===== src/rtl/wdt_bcd_pkg.sv =====
package wdt_bcd_pkg;
  localparam int unsigned DIG_W = 4;
  localparam int unsigned REG_W = 8;
  localparam logic [DIG_W-1:0] DIG_MAX = 4'd9;
  typedef logic [DIG_W-1:0] bcd_t;
endpackage


===== src/rtl/wdt_bcd_dec_digit.sv =====
module wdt_bcd_dec_digit
  import wdt_bcd_pkg::*;
(
  input  bcd_t d_i,
  input  logic borrow_i,
  output bcd_t q_o,
  output logic borrow_o
);
  logic at_zero;
  assign at_zero  = (d_i == '0);
  assign q_o      = !borrow_i ? d_i : (at_zero ? DIG_MAX : d_i - 1'b1);
  assign borrow_o = borrow_i & at_zero;
endmodule


===== src/rtl/wdt_bcd_down_cnt.sv =====
module wdt_bcd_down_cnt
  import wdt_bcd_pkg::*;
#(
  parameter int unsigned NDIG = 4,
  localparam int unsigned W = NDIG * DIG_W
) (
  input  logic         clk_i,
  input  logic         rst_ni,
  input  logic         load_i,
  input  logic [W-1:0] load_val_i,
  input  logic         dec_i,
  output logic [W-1:0] count_o,
  output logic         one_o
);
  logic [W-1:0] count_q, count_dec;
  logic [NDIG:0] borrow;

  assign borrow[0] = 1'b1;

  for (genvar g = 0; g < NDIG; g++) begin : g_dig
    wdt_bcd_dec_digit u_dig (
      .d_i     (count_q[g*DIG_W +: DIG_W]),
      .borrow_i(borrow[g]),
      .q_o     (count_dec[g*DIG_W +: DIG_W]),
      .borrow_o(borrow[g+1])
    );
  end

  always_ff @(posedge clk_i or negedge rst_ni) begin
    if (!rst_ni)     count_q <= '0;
    else if (load_i) count_q <= load_val_i;
    else if (dec_i)  count_q <= count_dec;
  end

  assign count_o = count_q;
  assign one_o   = (count_q == W'(1));
endmodule


===== src/rtl/wdt_bcd_period_regs.sv =====
module wdt_bcd_period_regs
  import wdt_bcd_pkg::*;
#(
  parameter int unsigned NDIG = 4,
  localparam int unsigned W = NDIG * DIG_W,
  localparam int unsigned NREG = W / REG_W,
  localparam int unsigned AW = (NREG > 1) ? $clog2(NREG) : 1
) (
  input  logic             clk_i,
  input  logic             rst_ni,
  input  logic             wr_i,
  input  logic [AW-1:0]    addr_i,
  input  logic [REG_W-1:0] wdata_i,
  output logic [REG_W-1:0] rdata_o,
  output logic [W-1:0]     period_o,
  output logic [W-1:0]     reload_o
);
  logic [REG_W-1:0] reg_q [NREG];

  for (genvar g = 0; g < NREG; g++) begin : g_reg
    logic hit;
    assign hit = wr_i && (addr_i == AW'(g));

    always_ff @(posedge clk_i or negedge rst_ni) begin
      if (!rst_ni)  reg_q[g] <= '0;
      else if (hit) reg_q[g] <= wdata_i;
    end

    assign period_o[g*REG_W +: REG_W] = reg_q[g];
    // value the period takes after this cycle's write
    assign reload_o[g*REG_W +: REG_W] = hit ? wdata_i : reg_q[g];
  end

  assign rdata_o = reg_q[addr_i];
endmodule


===== src/rtl/wdt_bcd_timer.sv =====
module wdt_bcd_timer
  import wdt_bcd_pkg::*;
#(
  parameter int unsigned NDIG = 4,
  localparam int unsigned W = NDIG * DIG_W,
  localparam int unsigned NREG = W / REG_W,
  localparam int unsigned AW = (NREG > 1) ? $clog2(NREG) : 1
) (
  input  logic             clk_i,
  input  logic             rst_ni,
  input  logic             tick_i,
  input  logic             en_i,
  input  logic             wr_i,
  input  logic             rd_i,
  input  logic [AW-1:0]    addr_i,
  input  logic [REG_W-1:0] wdata_i,
  output logic [REG_W-1:0] rdata_o,
  input  logic             irq_clr_i,
  output logic             irq_o
);
  logic [W-1:0] period_q, reload_val, count_q, load_val;
  logic access, step, expire, cnt_one, cnt_load, irq_q;

  wdt_bcd_period_regs #(.NDIG(NDIG)) u_regs (
    .clk_i   (clk_i),
    .rst_ni  (rst_ni),
    .wr_i    (wr_i),
    .addr_i  (addr_i),
    .wdata_i (wdata_i),
    .rdata_o (rdata_o),
    .period_o(period_q),
    .reload_o(reload_val)
  );

  assign access   = wr_i | rd_i;
  assign step     = tick_i & en_i & ~access & (period_q != '0);
  assign expire   = step & cnt_one;
  assign cnt_load = access | expire;
  assign load_val = access ? reload_val : period_q;

  wdt_bcd_down_cnt #(.NDIG(NDIG)) u_cnt (
    .clk_i     (clk_i),
    .rst_ni    (rst_ni),
    .load_i    (cnt_load),
    .load_val_i(load_val),
    .dec_i     (step & ~cnt_one),
    .count_o   (count_q),
    .one_o     (cnt_one)
  );

  // write clears, expiry beats host clear
  always_ff @(posedge clk_i or negedge rst_ni) begin
    if (!rst_ni)        irq_q <= 1'b0;
    else if (wr_i)      irq_q <= 1'b0;
    else if (expire)    irq_q <= 1'b1;
    else if (irq_clr_i) irq_q <= 1'b0;
  end

  assign irq_o = irq_q;
endmodule


===== config.mk =====
export PLATFORM = sky130hd
export DESIGN_NAME = wdt_bcd_timer
export DESIGN_NICKNAME = d
export VERILOG_FILES = /design/src/rtl/wdt_bcd_pkg.sv /design/src/rtl/wdt_bcd_dec_digit.sv /design/src/rtl/wdt_bcd_down_cnt.sv /design/src/rtl/wdt_bcd_period_regs.sv /design/src/rtl/wdt_bcd_timer.sv
export SDC_FILE = /design/constraint.sdc
export NUM_CORES = 1
export LEC_CHECK = 0
export ABC_CLOCK_PERIOD_IN_PS = 3100
export CAP_MARGIN = 20
export CORE_MARGIN = 1.5
export CORE_UTILIZATION = 40
export DETAILED_ROUTE_END_ITERATION = 16
export HOLD_SLACK_MARGIN = 0.15
export PLACE_DENSITY = 0.71
export SLEW_MARGIN = 5
export SYNTH_ARGS = -nofsm -noshare
export SYNTH_HDL_FRONTEND = slang
export SYNTH_SLANG_ARGS = --single-unit

===== constraint.sdc =====
create_clock -name clk_i -period 3.1 [get_ports clk_i]
set_input_delay 0.775 -clock clk_i [delete_from_list [all_inputs] [get_ports clk_i]]
set_output_delay 0.775 -clock clk_i [all_outputs]
set_load 0.02 [all_outputs]

==> metrics <==
Port Buffer Count=24; required time of the critical path=2.32 ns; post-DR wirelength/cell=17.0 um; Synth Flop Type=dfrtp_1; setup bufs post-CTS=0; PD cells=501 nW/um2; Max Cap Violations=0; vias in the first global route=1635; GRT Overall Usage=0.195; Min-Delay Path Depth=2; Final Util=0.506; Yosys top cell by area=dfrtp_1; routed vias/inst=5.95; Post-synth ARST share=1.00; first-pass iteration count of the detailed router=4; Post-CTS Resized=0; RSZ-0062 raised after global routing=false; minimum clock period=2.76 ns; H-tree levels=2; largest net degree at the start of global routing=34; Warnings, synthesis=0; Synth top cells by count=dfrtp_1, mux2_2, nor2_1; CP peak stage delay=0.45 ns; Final nets=242; skew final=0.00324 ns; maximum buffer depth of the clock tree=2; Setup crit start kind=primary input; global route overflow=0; cts hold-fix bufs=0; status=finished, final reports clean; CTS tree=yes; root buffer cell=clkbuf_8; reg-to-reg endpoint=u_cnt.count_o[10]; Mapped Cells=200; DRC Markers=0; final WL=4.98 mm; share of cells above drive strength 1=0.211; Mapped Area=2000 um2; Fin. Hold Viols=0; fill count=455; clock sink total=33; CP max-delay cell=clkdlybuf4s50_1; count leader, synth=dfrtp_1; leakage power=0.959 nW; Synth cell types=48; number of CTS-inserted buffers=5; via count=1749; top-area cell type share of the netlist area=0.413; Antenna Nets Post-Route=0; worst r2r src=u_cnt.count_o[1]; Synth area leaders=dfrtp_1, mux2_2, nor2_1, nand2_1, a21oi_1; IO Pins=25; Worst IR Drop VDD=223 uV; FF-to-FF setup slack=0.86 ns; number of synthesized register bits=33; Post-Route Setup TNS=0 ns; Final Max Slew Viols=0; Syn Nets=216; FF-to-FF path depth=5; f_max=362 MHz; final setup margin=0.339 ns; Die Span Y=73.7 um; Worst Setup Path Type=in -> out; endpoints failing setup=0; placer congestion estimate=0.885; antenna violations before repair=0; Worst EP arrival=1.99 ns; fin crit share=0.891; Hold Startpoint=irq_o; first-pass GRT wire length=8.11 mm; Chip Width=73.7 um; post-synthesis sequential area ratio=0.413; Starting Density=0.421; Synth Area per Inst=10.0 um2; Worst Setup End Kind=primary output; Area Growth Syn to Fin=20.3%; Std-Cell Core Area=4750 um2; initial DRC count=130; pre-CTS WS=0.0137 ns; HP Class=reg -> reg; Die Area=5430 um2; CP max FO=10; Final Power=1.20 mW; design area=2410 um2; row count=25; worst-margin pin slew=0.518 ns; clock slew at reported path FFs=0.07 ns; worst path cell trace=clkdlybuf4s50_1 > buf_4 > mux2_2 > dlymetal6s2s_1; post-placement cell area=2310 um2; hold path endpoint=irq_o; post-DP HPWL=3.66 mm; antenna cells=0; Worst-Skew Late Latency=0.28 ns; Worst slew margin=0.655; Post-synth EDFFs=0
## sequential cells by signal (all words and copies together) (netlist names)
signal and flops:
u_regs.period_o 16, irq_o 1, u_cnt.count_o 16
## per-stage QoR
| step | hold slack [ns] | cells |
|---|---|---|
| 4_1_cts | 0.545 | 294 |
| 6_report | 0.538 | 294 |
| 3_5_place_dp | 0.535 | 286 |
| 5_1_grt | 0.575 | 294 |
| 2_1_floorplan | 0.479 | 200 |
| 3_3_place_gp | 0.529 | 286 |
## kinds of logic (layout without fill, tap and decap cells)
family | Yosys count | count (layout) | share of synthesized area
compound gates | 52 | 52 | 0.194
xor+xnor | 1 | 1 | 0.00438
buf+inv | 14 | 41 | 0.0400
flops | 33 | 33 | 0.413
mux | 25 | 25 | 0.141
simple gates | 75 | 75 | 0.208
## power breakdown
group	internal (mW)	total, mW	switching, mW
Clock	0.159	0.309	0.150
Combinational	0.157	0.298	0.141
Sequential	0.497	0.597	0.0997
Total	0.813	1.20	0.391
## cells in the final DEF (no fill, tap or decap), types with 5 or more instances in the layout
cell and instances:
nand2_1 15, nor3_1 8, nor2_1 18, nand3_1 7, clkdlybuf4s50_1 16, o31ai_1 5
a21oi_1 10, nor4_1 7, clkbuf_8 5, dfrtp_1 33, buf_4 7, dlymetal6s2s_1 8
mux2_2 25
## layer usage
layer | GRT usage | wire length (um) | up-vias | part of all wire
met5 | 0 | 0 | - | 0
met4 | 0.0453 | 48 | 0 | 0.0096
met3 | 0.0466 | 277 | 9 | 0.056
met2 | 0.302 | 2320 | 63 | 0.47
met1 | 0.276 | 2340 | 850 | 0.47
li1 | - | - | 827 | -
## critical path, delay by kind of cell
family                 cells  cell delay (ns)
multiplexers               1             0.36
buffers and inverters      3             0.85
## how the worst max path moves through the flow
stage           start         end  slack [ns]  cells past startpoint
6_report       addr_i  rdata_o[4]        0.34                      4
5_1_grt        addr_i  rdata_o[0]        0.28                      4
4_1_cts        addr_i  rdata_o[4]       0.009                      4
3_5_place_dp   addr_i  rdata_o[4]        0.01                      4
3_3_place_gp   addr_i  rdata_o[4]        0.02                      4
2_1_floorplan  addr_i  rdata_o[0]        0.97                      2
## cell type report
| cell class | count | area (um2) | area share |
|---|---|---|---|
| multi-input combinational | 153 | 1100 | 0.456 |
| sequential | 33 | 826 | 0.343 |
| timing repair buffer | 31 | 313 | 0.130 |
| tap | 67 | 83.8 | 0.0348 |
| clock buffer | 8 | 80.1 | 0.0333 |
| inverter | 2 | 7.51 | 0.00312 |
Note: power is estimated with default switching activity, not from simulation.
